===== config.mk =====
export PLATFORM = sky130hd
export DESIGN_NAME = dmr_reader
export DESIGN_NICKNAME = d
export VERILOG_FILES = /design/src/rtl/dmr_pkg.sv /design/src/rtl/dmr_regs.sv /design/src/rtl/dmr_fetch.sv /design/src/rtl/dmr_buffer.sv /design/src/rtl/dmr_irq.sv /design/src/rtl/dmr_reader.sv
export SDC_FILE = /design/constraint.sdc
export NUM_CORES = 1
export LEC_CHECK = 0
export BUFFER_PORTS_ARGS = -buffer_cell sky130_fd_sc_hd__buf_2
export CAP_MARGIN = 30
export CELL_PAD_IN_SITES_DETAIL_PLACEMENT = 1
export CELL_PAD_IN_SITES_GLOBAL_PLACEMENT = 1
export CORE_ASPECT_RATIO = 1.75
export CORE_MARGIN = 2
export CORE_UTILIZATION = 43
export CTS_BUF_LIST = sky130_fd_sc_hd__clkbuf_4
export CTS_CLUSTER_SIZE = 20
export DETAILED_ROUTE_END_ITERATION = 10
export GPL_ROUTABILITY_DRIVEN = 0
export PLACE_DENSITY_LB_ADDON = 0.2
export SYNTH_ARGS = -nofsm -noshare
export SYNTH_HDL_FRONTEND = slang
export SYNTH_HIERARCHICAL = 1
export SYNTH_SLANG_ARGS = --single-unit

===== constraint.sdc =====
create_clock -name clk -period 6.24 [get_ports clk]
set_input_delay 0.312 -clock clk [delete_from_list [all_inputs] [get_ports clk]]
set_output_delay 0.312 -clock clk [all_outputs]
set_load 0.05 [all_outputs]

===== src/rtl/dmr_pkg.sv =====
package dmr_pkg;
    localparam int ADDR_W    = 16;
    localparam int DATA_W    = 8;
    localparam int CODE_W    = 8;
    localparam int ALIGN_W   = 6;
    localparam int LEN_SHIFT = 4;
    localparam int LEN_W     = CODE_W + LEN_SHIFT;

    typedef logic [ADDR_W-1:0] addr_t;
    typedef logic [DATA_W-1:0] data_t;
    typedef logic [CODE_W-1:0] code_t;
    typedef logic [LEN_W-1:0]  len_t;

    typedef enum logic [1:0] {
        SEL_FLAGS = 2'd0,
        SEL_ADDR  = 2'd1,
        SEL_LEN   = 2'd2,
        SEL_NONE  = 2'd3
    } sel_e;

    typedef struct packed {
        logic irq_en;
        logic loop;
    } flags_t;

    localparam int FLAG_IRQ_BIT  = 7;
    localparam int FLAG_LOOP_BIT = 6;

    function automatic addr_t start_of(code_t c);
        addr_t a;
        a = '1;
        a[ALIGN_W +: CODE_W] = c;
        a[ALIGN_W-1:0] = '0;
        return a;
    endfunction

    function automatic len_t length_of(code_t c);
        return len_t'({c, {LEN_SHIFT{1'b0}}}) + len_t'(1);
    endfunction

    function automatic addr_t step(addr_t a);
        if (a == '1)
            return {1'b1, {(ADDR_W-1){1'b0}}};
        return a + addr_t'(1);
    endfunction
endpackage


===== src/rtl/dmr_regs.sv =====
module dmr_regs
    import dmr_pkg::*;
(
    input  logic            clk,
    input  logic            rst,
    input  logic            reg_wr,
    input  logic [1:0]      reg_sel,
    input  logic [CODE_W-1:0] reg_wdata,
    output flags_t          flags,
    output addr_t           start_addr,
    output len_t            length,
    output logic            irq_clr
);
    code_t  addr_code;
    code_t  len_code;
    sel_e   sel;

    assign sel = sel_e'(reg_sel);

    always_ff @(posedge clk) begin
        if (rst) begin
            flags     <= '0;
            addr_code <= '0;
            len_code  <= '0;
        end else if (reg_wr) begin
            case (sel)
                SEL_FLAGS: begin
                    flags.irq_en <= reg_wdata[FLAG_IRQ_BIT];
                    flags.loop   <= reg_wdata[FLAG_LOOP_BIT];
                end
                SEL_ADDR: addr_code <= reg_wdata;
                SEL_LEN:  len_code  <= reg_wdata;
                default: ;
            endcase
        end
    end

    assign start_addr = start_of(addr_code);
    assign length     = length_of(len_code);
    assign irq_clr    = reg_wr && (sel == SEL_FLAGS) && !reg_wdata[FLAG_IRQ_BIT];

    a_r11_ignore_sel3: assert property (@(posedge clk) disable iff (rst)
        (reg_wr && reg_sel == 2'd3) |=> ($stable(flags) && $stable(start_addr) && $stable(length)));
endmodule


===== src/rtl/dmr_fetch.sv =====
module dmr_fetch
    import dmr_pkg::*;
(
    input  logic   clk,
    input  logic   rst,
    input  logic   play_wr,
    input  logic   play_on,
    input  flags_t flags,
    input  addr_t  start_addr,
    input  len_t   length,
    input  logic   buf_valid,
    input  logic   fetch_ack,
    output logic   fetch_req,
    output addr_t  fetch_addr,
    output logic   fill,
    output logic   end_irq,
    output logic   busy
);
    addr_t cur_addr;
    len_t  remain;
    logic  pending;
    logic  stop;
    logic  restart;
    logic  ack_hit;
    logic  last;
    logic  launch;

    assign stop    = play_wr && !play_on;
    assign restart = play_wr && play_on && (remain == '0);
    assign ack_hit = pending && fetch_ack;
    assign last    = (remain == len_t'(1));
    assign launch  = !pending && !buf_valid && (remain != '0) && !stop;

    always_ff @(posedge clk) begin
        if (rst) begin
            pending <= 1'b0;
        end else if (ack_hit) begin
            pending <= 1'b0;
        end else if (launch) begin
            pending <= 1'b1;
        end
    end

    always_ff @(posedge clk) begin
        if (rst) begin
            cur_addr <= '0;
            remain   <= '0;
        end else if (stop) begin
            remain <= '0;
        end else if (restart) begin
            cur_addr <= start_addr;
            remain   <= length;
        end else if (ack_hit && remain != '0) begin
            if (last && flags.loop) begin
                cur_addr <= start_addr;
                remain   <= length;
            end else begin
                cur_addr <= step(cur_addr);
                remain   <= remain - len_t'(1);
            end
        end
    end

    assign fetch_req  = pending;
    assign fetch_addr = cur_addr;
    assign fill       = ack_hit;
    assign busy       = (remain != '0);
    assign end_irq    = ack_hit && !stop && last && !flags.loop && flags.irq_en;

    a_r4_hold_req: assert property (@(posedge clk) disable iff (rst)
        (fetch_req && !fetch_ack) |=> (fetch_req && $stable(fetch_addr)));
    a_r6_launch_cond: assert property (@(posedge clk) disable iff (rst)
        $rose(fetch_req) |-> $past(!buf_valid && busy));
    a_r3_wrap: assert property (@(posedge clk) disable iff (rst)
        (ack_hit && !stop && cur_addr == '1 && remain > len_t'(1)) |=>
        (fetch_addr == {1'b1, {(ADDR_W-1){1'b0}}}));
    a_r7_reload: assert property (@(posedge clk) disable iff (rst)
        (ack_hit && !stop && last && flags.loop) |=> (remain == $past(length)));
    a_r9_stop_clears: assert property (@(posedge clk) disable iff (rst)
        stop |=> !busy);
endmodule


===== src/rtl/dmr_buffer.sv =====
module dmr_buffer
    import dmr_pkg::*;
(
    input  logic  clk,
    input  logic  rst,
    input  logic  fill,
    input  data_t fill_data,
    input  logic  take,
    output logic  valid,
    output data_t data
);
    always_ff @(posedge clk) begin
        if (rst) begin
            valid <= 1'b0;
            data  <= '0;
        end else if (fill) begin
            valid <= 1'b1;
            data  <= fill_data;
        end else if (take) begin
            valid <= 1'b0;
        end
    end

    a_r5_keep_byte: assert property (@(posedge clk) disable iff (rst)
        (valid && !take) |=> (valid && $stable(data)));
    a_r5_fill_empty: assert property (@(posedge clk) disable iff (rst)
        fill |-> !valid);
endmodule


===== src/rtl/dmr_irq.sv =====
module dmr_irq (
    input  logic clk,
    input  logic rst,
    input  logic set,
    input  logic clr,
    output logic irq
);
    always_ff @(posedge clk) begin
        if (rst)
            irq <= 1'b0;
        else if (clr)
            irq <= 1'b0;
        else if (set)
            irq <= 1'b1;
    end

    a_r8_sticky: assert property (@(posedge clk) disable iff (rst)
        (irq && !clr) |=> irq);
    a_r8_clear: assert property (@(posedge clk) disable iff (rst)
        clr |=> !irq);
endmodule


===== src/rtl/dmr_reader.sv =====
module dmr_reader
    import dmr_pkg::*;
(
    input  logic                clk,
    input  logic                rst,
    input  logic                reg_wr,
    input  logic [1:0]          reg_sel,
    input  logic [CODE_W-1:0]   reg_wdata,
    input  logic                play_wr,
    input  logic                play_on,
    output logic                fetch_req,
    output logic [ADDR_W-1:0]   fetch_addr,
    input  logic                fetch_ack,
    input  logic [DATA_W-1:0]   fetch_data,
    output logic                smp_valid,
    output logic [DATA_W-1:0]   smp_data,
    input  logic                smp_take,
    output logic                irq,
    output logic                busy
);
    flags_t flags;
    addr_t  start_addr;
    len_t   length;
    logic   irq_clr;
    logic   fill;
    logic   end_irq;

    dmr_regs u_regs (
        .clk(clk), .rst(rst), .reg_wr(reg_wr), .reg_sel(reg_sel),
        .reg_wdata(reg_wdata), .flags(flags), .start_addr(start_addr),
        .length(length), .irq_clr(irq_clr)
    );

    dmr_fetch u_fetch (
        .clk(clk), .rst(rst), .play_wr(play_wr), .play_on(play_on),
        .flags(flags), .start_addr(start_addr), .length(length),
        .buf_valid(smp_valid), .fetch_ack(fetch_ack), .fetch_req(fetch_req),
        .fetch_addr(fetch_addr), .fill(fill), .end_irq(end_irq), .busy(busy)
    );

    dmr_buffer u_buf (
        .clk(clk), .rst(rst), .fill(fill), .fill_data(fetch_data),
        .take(smp_take), .valid(smp_valid), .data(smp_data)
    );

    dmr_irq u_irq (
        .clk(clk), .rst(rst), .set(end_irq), .clr(irq_clr), .irq(irq)
    );

    a_r10_busy_reset: assert property (@(posedge clk)
        $past(rst) |-> !busy);
endmodule


After elaboration in Yosys (flattened, before gate mapping):

Cells that the tools add are included.

* bits in read-only memories: 0
* register bits after elaboration: 57
* latch bits: 0
* input bits: 25
* memories kept: 0
* RAM bits: 0
* output and inout bits: 28

* shift-type cells: 0
* div/mod/pow operators: 0
* bitwise operators: 1
* reduce and logical (&&, ||, !) cells: 33
* $mul: 0
* equality and inequality tests: 4
* $lt $le $gt $ge: 0
* mux-type cells: 16
* add/subtract/negate cells: 3

Operators by type and width (number)
* $mux W16: 5
* $mux W12: 3
* $add A16 B1 Y16 const B: 1
* $eq A16 B16 Y1 const B: 1
* $logic_and A1 B1 Y1: 15
* $add A12 B1 Y12 const B: 1
* $eq A12 B1 Y1 const B: 1
* $logic_not A12 Y1: 1
* $reduce_bool A12 Y1: 1
* $sub A12 B1 Y12 const B: 1
* $mux W1: 8
* $reduce_and A2 Y1: 4
* $logic_not A1 Y1: 6
* $reduce_or A2 Y1: 3
* $reduce_bool A2 Y1: 2
* $eq A2 B1 Y1 const B: 1
* $eq A2 B2 Y1 const B: 1
* $logic_not A2 Y1: 1
* $not A1 Y1: 1

Logic depth before layout (Yosys ltp):

* word-level depth: 11
* gate-level depth with buffers: 9
* mapped depth without buffers: 7

Modules after synthesis:

Netlist, hierarchy kept.

Modules (own cells, without submodules)
* dmr_fetch: instances 1, sequential area each 580.6 sq um, cells each 251, area an instance 1924.3 sq um
* dmr_regs: instances 1, sequential area each 360.3 sq um, cells each 85, area an instance 860.8 sq um
* dmr_buffer: instances 1, sequential area each 180.2 sq um, cells each 30, area an instance 321.6 sq um
* dmr_irq: instances 1, sequential area each 20.0 sq um, cells each 3, area an instance 33.8 sq um

Worst setup path before layout:

No wires, ideal clock.

* path kind: reg2reg
* start point: register u_fetch.remain[4]
* end point: register u_fetch.cur_addr[9], in the netlist u_fetch/fetch_addr[9]
* stages on the path, launching flop included: 7
* arrival time: 2.462 ns
* path buffers: 1
* path slack: 3.643 ns
* cell sequence: dfxtp_1 nor4_2 nand4_1 mux2_2 clkbuf_1 a221oi_1 nor3_1

* elaborated cells between the ends (all ways): 11

RTL lines
* from (decl): RTL line dmr_fetch.sv:20 `len_t remain;`
* from (signal assigned): RTL line dmr_fetch.sv:52 `remain <= length;`
* from (signal assigned): RTL line dmr_fetch.sv:56 `remain <= length;`
* from (signal assigned): RTL line dmr_fetch.sv:59 `remain <= remain - len_t'(1);`
* $reduce_bool A12 Y1
* net busy: RTL line dmr_reader.sv:19 `output logic busy`
* $logic_and A1 B1 Y1: RTL line dmr_fetch.sv:53 `end else if (ack_hit && remain != '0) begin`
* $reduce_bool A2 Y1 (no source line)
* $reduce_and A2 Y1 (no source line)
* to (signal assigned): RTL line dmr_fetch.sv:51 `cur_addr <= start_addr;`
* to (signal assigned): RTL line dmr_fetch.sv:55 `cur_addr <= start_addr;`
* to (signal assigned): RTL line dmr_fetch.sv:58 `cur_addr <= step(cur_addr);`
* to (decl): RTL line dmr_fetch.sv:19 `addr_t cur_addr;`

The timed path passes the listed nets, and every way through them passes these cells. The select of a mux whose other input is x is not followed.
A chain may end at the register's enable or synchronous reset.

Worst setup path in the final report:

* start point: register u_fetch.remain[4]
* end point: register u_fetch.remain[3]

* cells in the longest elaborated chain, start to end: 5
* elaborated cells between the ends (all ways): 10

RTL lines
* $eq A12 B1 Y1: RTL line dmr_fetch.sv:31 `assign last = (remain == len_t'(1));`
* $logic_and A1 B1 Y1: RTL line dmr_fetch.sv:54 `if (last && flags.loop) begin`
* $mux W12: RTL line dmr_fetch.sv:54
* $mux W12: RTL line dmr_fetch.sv:53
* $mux W12: RTL line dmr_fetch.sv:50 `end else if (restart) begin`

Several ways; a longest one is shown, not always the timed one. The select of a mux whose other input is x is not followed.

==> reports/qor.yml <==
status:
  status: "finished, final reports clean"
sta:
  worst_pin_slew_ps: 881.6
  max_clock_freq_ghz: 0.3631
  finalClockSkew_ps: 13.35
  finalHoldViolations: 0
  tns_ps: 0
  slew_headroom: 0.4007
  setup-violations-final: 0
  fin_crit_ps: 2754
  timing.final.crit_share: 0.4413
  grt_setup_unrepaired: "no"
  slew_violations: 0
  hold-worst-slack_ps: 129.6
setup_path:
  worstPathRequired_ps: 6550
  path_class: "reg2reg"
  crit_path_top_delay_cell: "or4_1"
  crit_start: "u_fetch/remain[4]"
  slowest_delay_ps: 700
  end_kind: "flop"
  reg2reg_from: "u_fetch/remain[4]"
  path_max_fanout: 24
  path_cells: "or4_1 -> nor4_4 -> buf_4 -> o21ai_0 -> a32o_1"
  arrival_ps: 3070
  start_kind: "flop"
logic_synthesis:
  seq_area_frac_synth: 0.3633
  ys_types: 50
  yosysMostFrequentCell: "dfxtp_1"
  syn_area_sq_mm: 0.003141
  synthCells: 369
  ys_ff_latch: 57
  synthFlopType: "dfxtp_1"
  synthSimpleGateAreaFrac: 0.2645
  synth_top_family_by_area: "simple AND/OR/NAND/NOR gates"
  synth_common_cells: "dfxtp_1, nand2b_1, mux2i_1"
  synth-adder-area-share: 0.01594
  synth_top_cell_area_share: 0.3633
  syn_area_per_cell_sq_um: 8.511
  synth.area.top_cells: "dfxtp_1, mux2i_1, nand2b_1"
  synth_area_leader_cell: "dfxtp_1"
  synth_edf_count: 0
  yosys_warnings: 6
  synth_xor_area_frac: 0.01116
  synthMuxAreaShare: 0.1112
  synth_compound_area_frac: 0.1518
  async_flop_share: 0
drt:
  vias: 2928
  wl_per_cell_microns: 17.47
  dr.pass1.iters: 4
  antenna_left: 0
  drt-initial-drc-count: 130
  viasPerCell: 5.775
  routed_wirelength_microns: 8855
  drc: 0
clock_network:
  cts-root-buf: "clkbuf_4"
  cts.clk_slew.worst_paths_ps: 90
  clockBufferDepth: 2
  tritoncts: "built"
  ctsHoldBuffers: 0
  cts_max_level: 3
  cts_buffers: 9
  clock_sinks: 57
  ctsResizeCount: 0
  postCtsSetupRepairBufs: 0
  clock_latency_ps: 420
finish:
  syn2layout_area_growth_pct: 11.47
  finish.instance_area_sq_mm: 0.003501
  nets: 445
  n_fill_cell: 910
  antenna_cells: 0
  drive_above_1_share: 0.2019
  final_util: 0.4910
floorplan:
  io_pins: 53
  fp-row-count: 41
  die-area_sq_mm: 0.008030
  die_h_microns: 117.1
  die_w_microns: 68.60
  initial_utilization: 0.4404
  coreArea_sq_mm: 0.007131
place:
  place_area_sq_mm: 0.003391
  dp.final_hpwl_microns: 6583
  numPortBuffers: 52
grt:
  grt_max_degree: 58
  antenna_found_initial: 0
  grtUsageTotal: 0.2420
  overflow: 0
  grt_pass1_wl_microns: 14410
  grt_pass1_vias: 3026
flow_run:
  cap_violations: 0
pwr:
  power_frac_seq: 0.279
  ir_drop_uv: 410.3
  powerDensity_mw_per_mm2: 517.5
  p_switching_w: 0.0009321
  combPwrFrac: 0.593
  internal_power_w: 0.0008797
  leakage_nw: 1.441
  switching_share: 0.5145
  clockPowerShare: 0.128
hold_path:
  min_from: "fetch_data[4]"
  hp-class: "in2reg"
==> per-stage QoR <==
stage | total power [W] | instances | setup slack, ps
after detailed placement | 0.001586 | 491 | 3502
final | 0.001812 | 507 | 3486
after CTS | 0.001820 | 507 | 3469
after global routing | 0.001950 | 507 | 3279
after global placement | 0.001555 | 491 | 3570
after floorplan | 0.001341 | 379 | 3643
==> layout make-up <==
class                           instances  area (sq um)  share of cell area
Tap cell                               86         107.6             0.03074
Multi-Input combinational cell        277          1795              0.5129
Sequential cell                        57          1141              0.3259
Inverter                               15         56.30             0.01608
Clock inverter                          4         20.02            0.005718
Clock buffer                           12         90.09             0.02573
Timing Repair Buffer                   56         290.3             0.08292
==> state kept, by name, summed over array words and instances (netlist names) <==
name                flops
u_fetch/fetch_addr     16
u_fetch/remain         12
u_buf/data              8
u_regs/addr_code        8
u_regs/len_code         8
u_regs/flags            2
u_buf/valid             1
u_fetch/fetch_req       1
u_irq/irq               1
==> worst max-delay path: cells and delay by family, from the launching register on <==
| kind | cells | cell delay, ps |
|---|---|---|
| AND/OR/NAND/NOR | 2 | 1400 |
| AO/OA/AOI/OAI | 2 | 450 |
| buffers and inverters | 1 | 400 |
| flip-flops | 1 | 390 |
==> layout by cell type (no fill, tap or decap), types with 3 or more instances in the layout <==
master | netlist | layout
a211oi_1 | 4 | 4
a21oi_1 | 21 | 21
a221oi_1 | 7 | 7
a32o_1 | 3 | 3
buf_2 | 7 | 52
buf_4 | 13 | 4
clkbuf_4 | 0 | 12
conb_1 | 2 | 12
dfxtp_1 | 57 | 57
ha_1 | 4 | 4
inv_1 | 15 | 15
mux2_2 | 4 | 4
mux2i_1 | 29 | 29
nand2_1 | 25 | 25
nand2b_1 | 32 | 32
nand3_1 | 10 | 10
nand4_1 | 7 | 7
nor2_1 | 26 | 26
nor3_1 | 17 | 17
nor4_1 | 7 | 7
o21ai_0 | 8 | 8
o21ai_1 | 9 | 9
o221ai_1 | 3 | 3
o32ai_1 | 4 | 4
or3_1 | 6 | 6
xor2_1 | 3 | 3
==> final timing paths <==
kind,cells after the start,slack [ps],end
max,5,3490,u_fetch/remain[3]
max reg2reg,5,3490,u_fetch/remain[3]
min reg2reg,2,480,u_regs/len_code[0]
min,3,130,u_buf/data[4]
==> power groups by stage <==
stage               registers (W)  clock network [W]  logic, W
global placement         0.000509                  0   0.00105
CTS                      0.000505           0.000240   0.00107
floorplan                0.000574                  0  0.000768
finish                   0.000506           0.000232   0.00107
detailed placement       0.000513                  0   0.00107
global route             0.000517           0.000259   0.00117
==> cells by family after synthesis <==
logic type               count (synthesis)
other                                    2
buffers and inverters                   45
XOR/XNOR                                 4
AO/OA/AOI/OAI                           71
AND/OR/NAND/NOR                        152
adder cells (fa/ha/maj)                  4
flip-flops                              57
multiplexers                            34
==> layer usage <==
metal / up-vias / wire length (microns) / part of all wire / GRT usage
met5: - / 0 / 0 / 0
met4: 0 / 334 / 0.038 / 0.1227
met1: 1413 / 3381 / 0.38 / 0.2504
li1: 1407 / - / - / -
met3: 26 / 341 / 0.039 / 0.05736
met2: 82 / 4799 / 0.54 / 0.4365
Note: power is estimated with default switching activity, not from simulation.
